### config.mk
export PLATFORM = sky130hd
export DESIGN_NAME = bdep_unit
export DESIGN_NICKNAME = d
export VERILOG_FILES = /design/src/rtl/bdep_pkg.sv /design/src/rtl/bdep_lowbit.sv /design/src/rtl/bdep_step.sv /design/src/rtl/bdep_ctrl.sv /design/src/rtl/bdep_unit.sv
export SDC_FILE = /design/constraint.sdc
export NUM_CORES = 1
export LEC_CHECK = 0
export BUFFER_PORTS_ARGS = -buffer_cell sky130_fd_sc_hd__clkbuf_2
export CELL_PAD_IN_SITES_DETAIL_PLACEMENT = 2
export CELL_PAD_IN_SITES_GLOBAL_PLACEMENT = 2
export CORE_MARGIN = 2
export CORE_UTILIZATION = 39
export DETAILED_ROUTE_END_ITERATION = 10
export PLACE_DENSITY_LB_ADDON = 0.25
export REMOVE_ABC_BUFFERS = 1
export SLEW_MARGIN = 20
export SYNTH_ARGS = -nofsm -noshare
export SYNTH_HDL_FRONTEND = slang
export SYNTH_HIERARCHICAL = 1
export SYNTH_SLANG_ARGS = --single-unit
### constraint.sdc
create_clock -name clk -period 8.9 [get_ports clk]
set_clock_uncertainty 0.1 [all_clocks]
set_input_delay 1.78 -clock clk [delete_from_list [all_inputs] [get_ports clk]]
set_output_delay 1.78 -clock clk [all_outputs]
set_load 0.02 [all_outputs]
### src/rtl/bdep_pkg.sv
package bdep_pkg;

    // Default operand width of the deposit unit.
    localparam int unsigned BDEP_W_DEF = 32;

    // Controller states.
    typedef enum logic {
        ST_IDLE = 1'b0,
        ST_WALK = 1'b1
    } bdep_state_e;

    // Working registers of one deposit operation.
    typedef struct packed {
        logic [BDEP_W_DEF-1:0] rem_mask;  // mask bits still to be consumed
        logic [BDEP_W_DEF-1:0] src;       // latched source word
        logic [BDEP_W_DEF-1:0] sel;       // one-hot source selector
        logic [BDEP_W_DEF-1:0] acc;       // partial result
    } bdep_work_t;

endpackage

### src/rtl/bdep_lowbit.sv
module bdep_lowbit #(
    parameter int unsigned W = 32
) (
    input  logic [W-1:0] vec_i,
    output logic [W-1:0] low_o,   // lowest set bit of vec_i, one-hot or zero
    output logic [W-1:0] rest_o   // vec_i with that bit removed
);
    logic [W-1:0] neg_vec;

    always_comb begin
        neg_vec = '0 - vec_i;
        low_o   = vec_i & neg_vec;
        rest_o  = vec_i ^ low_o;
    end
endmodule

### src/rtl/bdep_step.sv
module bdep_step #(
    parameter int unsigned W = 32
) (
    input  logic [W-1:0] rem_mask_i,
    input  logic [W-1:0] src_i,
    input  logic [W-1:0] sel_i,
    input  logic [W-1:0] acc_i,
    output logic [W-1:0] rem_mask_o,
    output logic [W-1:0] sel_o,
    output logic [W-1:0] acc_o,
    output logic         last_o      // this step consumes the final mask bit
);
    logic [W-1:0] low_bit;
    logic [W-1:0] spread;

    bdep_lowbit #(.W(W)) u_low (
        .vec_i  (rem_mask_i),
        .low_o  (low_bit),
        .rest_o (rem_mask_o)
    );

    always_comb begin
        // Negating the isolated source bit sets it and every bit above it.
        spread = '0 - (src_i & sel_i);
        acc_o  = acc_i | (low_bit & spread);
        sel_o  = sel_i + sel_i;
        last_o = (rem_mask_o == '0);
    end
endmodule

### src/rtl/bdep_ctrl.sv
module bdep_ctrl
    import bdep_pkg::*;
#(
    parameter int unsigned W = 32
) (
    input  logic clk,
    input  logic rst,
    input  logic start_i,
    input  logic mask_zero_i,
    input  logic last_i,
    output logic load_o,
    output logic step_o,
    output logic finish_o,
    output logic busy_o,
    output logic done_o
);
    bdep_state_e state_q, state_d;
    logic        done_q;

    always_comb begin
        load_o   = (state_q == ST_IDLE) && start_i;
        step_o   = (state_q == ST_WALK);
        finish_o = (load_o && mask_zero_i) || (step_o && last_i);
        state_d  = state_q;
        unique case (state_q)
            ST_IDLE: if (load_o && !mask_zero_i) state_d = ST_WALK;
            ST_WALK: if (last_i)                 state_d = ST_IDLE;
            default:                             state_d = ST_IDLE;
        endcase
    end

    always_ff @(posedge clk) begin
        if (rst) begin
            state_q <= ST_IDLE;
            done_q  <= 1'b0;
        end else begin
            state_q <= state_d;
            done_q  <= finish_o;
        end
    end

    assign busy_o = (state_q == ST_WALK);
    assign done_o = done_q;

    AST_DONE_PULSE: assert property (@(posedge clk) disable iff (rst)
        done_o |=> !done_o);
    AST_BUSY_DONE_EXCL: assert property (@(posedge clk) disable iff (rst)
        !(busy_o && done_o));
    AST_START_IGNORED: assert property (@(posedge clk) disable iff (rst)
        (busy_o && start_i && !last_i) |=> (busy_o && !done_o));
endmodule

### src/rtl/bdep_unit.sv
module bdep_unit
    import bdep_pkg::*;
#(
    parameter int unsigned W = BDEP_W_DEF
) (
    input  logic         clk,
    input  logic         rst,
    input  logic         start,
    input  logic [W-1:0] source,
    input  logic [W-1:0] mask,
    output logic         busy,
    output logic         done,
    output logic [W-1:0] result
);
    localparam int unsigned CW = $clog2(W + 1);
    localparam logic [W-1:0] SEL_INIT = {{(W-1){1'b0}}, 1'b1};

    logic [W-1:0] rem_q, src_q, sel_q, acc_q, res_q;
    logic [W-1:0] rem_n, sel_n, acc_n;
    logic         last, load, step, finish;

    bdep_step #(.W(W)) u_step (
        .rem_mask_i (rem_q),
        .src_i      (src_q),
        .sel_i      (sel_q),
        .acc_i      (acc_q),
        .rem_mask_o (rem_n),
        .sel_o      (sel_n),
        .acc_o      (acc_n),
        .last_o     (last)
    );

    bdep_ctrl #(.W(W)) u_ctrl (
        .clk         (clk),
        .rst         (rst),
        .start_i     (start),
        .mask_zero_i (mask == '0),
        .last_i      (last),
        .load_o      (load),
        .step_o      (step),
        .finish_o    (finish),
        .busy_o      (busy),
        .done_o      (done)
    );

    always_ff @(posedge clk) begin
        if (rst) begin
            rem_q <= '0;
            src_q <= '0;
            sel_q <= '0;
            acc_q <= '0;
            res_q <= '0;
        end else begin
            if (load) begin
                rem_q <= mask;
                src_q <= source;
                sel_q <= SEL_INIT;
                acc_q <= '0;
            end else if (step) begin
                rem_q <= rem_n;
                sel_q <= sel_n;
                acc_q <= acc_n;
            end
            if (finish) res_q <= step ? acc_n : '0;
        end
    end

    assign result = res_q;

    // Length of the current busy run, used to bound the walk.
    logic [CW-1:0] run_q;
    always_ff @(posedge clk) begin
        if (rst)       run_q <= '0;
        else if (busy) run_q <= run_q + 1'b1;
        else           run_q <= '0;
    end

    AST_WALK_BOUND: assert property (@(posedge clk) disable iff (rst)
        busy |-> (run_q < CW'(W)));
    AST_ZERO_MASK: assert property (@(posedge clk) disable iff (rst)
        (start && !busy && mask == '0) |=> (done && result == '0));
    AST_RESULT_HOLD: assert property (@(posedge clk) disable iff (rst)
        !done |-> $stable(result));
endmodule

==> summary.txt <==
Clock network
  • H-tree depth: 4
  • Cts hold-fix bufs: 0
  • Post-CTS sizing: 0
  • Number of buffers created by CTS: 17
  • Clock Latency Late Sink: about 0.43 ns
  • Root buf cell: clkbuf_16
  • Clk slew on worst S/H paths: 0.07 ns
  • Maximum buffer depth of the clock tree: 2
  • CTS sink count: around 160
  • Post-CTS Setup Repair Bufs: 0
  • CTS tree: built

Synthesis
  • Sequential area share after synthesis: between 30 and 40%
  • Cell area after synthesis: 8371 sq um
  • Synth unique cells: 55
  • Fraction of registers with async set/reset: 0%
  • FF+latch count, synth: around 160
  • EDFF count, synth: 0
  • Post-Synthesis Cells: 922
  • Primary FF master, synth: dfxtp_1
  • Syn avg cell area: 9.079 sq um
  • Synthesis Warnings: 6

GRT
  • Initial antenna violation count: 0
  • Largest net degree at the start of global routing: 65
  • Total track usage: about 22%
  • Vias in the first global route: ~7300
  • Remaining Overflow, GRT: 0
  • First-pass GRT wire length: about 39 mm

Final layout
  • Antenna Cells: 0
  • Utilization after layout: around 44%
  • Area occupied by multi-input gates: approximately 4500 sq um
  • Fillcell total: 2369
  • Final net count: 1029
  • Reg area: about 3200 sq um
  • Final Cell Area: about 9300 sq um
  • Share of cells above drive strength 1: 18.99%
  • Synth-to-layout area growth: 11.32%
  • Fin cells: approximately 1200

Pwr
  • Static Leak: a little under 0.004 uW
  • P per Cell Area: approximately 190 nW/um^2
  • Max VDD drop: 109.8 uV

Drt
  • Via/cell ratio: approximately 5.5
  • ANT nets after route: 0
  • Initial DRC Count: around 230
  • Vias: 6868
  • DRT Pass-1 Iters: 4
  • Final WL: roughly 25 mm
  • DRC: 0
  • Routed len/inst: approximately 20 um

Worst setup path
  • Crit path kind: reg -> reg
  • Max incr delay on CP: about 0.56 ns
  • Data required, critical path: about 9.1 ns
  • Worst path cell trace: or3_1 -> nor4_4 -> nand3_1 -> o21a_1 -> nor4_1 -> nand4_1 -> nor2_1 -> nand2_1 -> nand2_4 -> nand2b_1 -> a21oi_1
  • Worst path top cell family by delay: simple AND/OR/NAND/NOR gates
  • Worst path arrival time: 4.24 ns
  • Crit path max-delay cell type: nand2_4
  • Worst Path Max Fanout: 64
  • Endpoint class of the critical path: flop
  • WP buf/inv: 0
  • CP Launch Type: flop

STA
  • Maximum clock frequency: between 0.2 and 0.25 GHz
  • Worst slew pin tran: 0.8967 ns
  • Fin crit period: a little over 4 ns
  • Hold Slack: approximately 0.38 ns
  • Slew HR: between 40% and 50%
  • Setup tns final: 0 ns
  • Crit share post-route: approximately 46%
  • Slew Viols, Final: 0
  • RSZ-0062 raised after global routing: false
  • Final-report hold violation count: 0
  • Final Setup Violations: 0

Floorplan
  • FP Rows: 53
  • Vert. Die Dim: ~150 um
  • Die width: between 150 and 200 um
  • Starting Density: between 30 and 40%
  • Ports: 101
  • Core Area: between 20000 and 25000 sq um
  • Die footprint: around 23000 sq um

Placement
  • Placed cells: 1217
  • Port buffer count: 100
  • Cell Area, Placed: slightly below 9000 sq um
  • Post-DP HPWL: roughly 17 mm
  • Final Wtd Congestion: 0.7970

Flow run
  • MaxCap Viol Count: 0

Status
  • Status: finished clean

Hold path
  • HP Class: reg -> reg
-- synthesized netlist by cell type (7+ instances only) --
library cell,number,area [sq um]
o21a_1,7,52.55
nand2b_1,34,212.7
and2_1,12,75.07
inv_1,11,41.29
a21oi_1,35,175.2
nor2_1,147,551.8
buf_6,9,101.4
nand2_1,45,168.9
mux2i_1,127,1271
nor4_1,21,131.4
nor3b_1,9,67.56
a21o_1,22,165.2
nand4_1,14,87.58
mux2_2,28,315.3
xor2_1,12,105.1
a31o_1,20,175.2
buf_2,17,85.08
nand3_1,39,195.2
nor2b_1,9,56.30
buf_4,44,330.3
clkbuf_1,15,56.30
nor3_1,10,50.05
dfxtp_1,162,3243
-- final cells by class --
cell class	instances	share of cell area [%]
Tap cell	275	3.693
Clock buffer	19	4.646
Timing Repair Buffer	107	5.962
Sequential cell	162	34.85
Inverter	11	0.4431
Multi-Input combinational cell	662	48.52
Clock inverter	13	1.893
-- logic make-up (layout without fill, tap and decap cells) --
| kind of cell | Yosys count | in the layout | synth area share [%] |
|---|---|---|---|
| buf+inv | 98 | 150 | 7.429 |
| compound gates | 109 | 109 | 9.283 |
| fa+ha+maj | 1 | 1 | 0.1495 |
| other cells | 2 | 2 | 0.08972 |
| simple gates | 374 | 374 | 23.03 |
| xor+xnor | 17 | 17 | 1.779 |
| mux | 159 | 159 | 19.49 |
| flops | 162 | 162 | 38.74 |
-- state kept, by name, indices dropped and copies added, names as in the netlist --
| register | cells |
|---|---|
| result | 32 |
| rem_q | 32 |
| src_q | 32 |
| acc_q | 32 |
| sel_q | 32 |
| u_ctrl/busy_o | 1 |
| u_ctrl/done_o | 1 |
-- layer usage --
metal | vias up | wire length (um) | GRT usage [%]
met5 | - | 0 | 0
met4 | 0 | 582 | 8.066
met3 | 33 | 607 | 3.091
met2 | 103 | 12610 | 40.30
met1 | 3438 | 10710 | 26.42
li1 | 3294 | - | -
-- through the flow --
step	total power, uW	worst slack, ns
detailed placement	1062	4.688
floorplan	994.2	-1.418
global placement	1055	4.391
CTS	1839	4.825
global route	1895	4.440
finish	1814	4.834
-- tightest hold or removal path, cell delays in order (launching register included) --
cell and delay [ns]:
dfxtp_1 0.31, nand2b_1 0.06, a21oi_1 0.06
-- final timing paths --
path / from / to / slack (ns) / depth (start not counted)
max: rem_q[18] / result[24] / 4.83 / 11
min: result[14] / result[14] / 0.38 / 2
max reg2reg: rem_q[18] / result[24] / 4.83 / 11
min reg2reg: result[14] / result[14] / 0.38 / 2
-- where the power goes --
group | leakage, uW | total (uW) | internal (uW) | switching (uW)
registers | 0.00132 | 788 | 750 | 38.2
clock network | 0.000287 | 766 | 447 | 318
logic | 0.00227 | 260 | 108 | 152
-- cells in the final DEF, fill, tap and decap left out, types with 4 or more instances in the layout --
master | synthesis | final
nor2b_1 | 9 | 8
a21o_1 | 22 | 22
and3_1 | 6 | 6
nor3_1 | 10 | 10
nor4_1 | 21 | 21
clkbuf_16 | 0 | 17
nand4_1 | 14 | 14
nor2_1 | 147 | 147
a21oi_1 | 35 | 35
a21boi_0 | 5 | 5
a31o_1 | 20 | 20
dfxtp_1 | 162 | 161
inv_1 | 11 | 11
o21a_1 | 7 | 7
buf_4 | 44 | 8
xor2_1 | 12 | 12
mux2_2 | 28 | 28
nand2b_1 | 34 | 34
a222oi_1 | 6 | 6
and2_1 | 12 | 12
o31a_1 | 5 | 5
xnor2_1 | 5 | 5
nand2_1 | 45 | 44
nand3_1 | 39 | 39
mux2i_1 | 127 | 127
nor3b_1 | 9 | 9
mux2_1 | 4 | 4
clkbuf_2 | 0 | 99
Note: power is estimated with default switching activity, not from simulation.
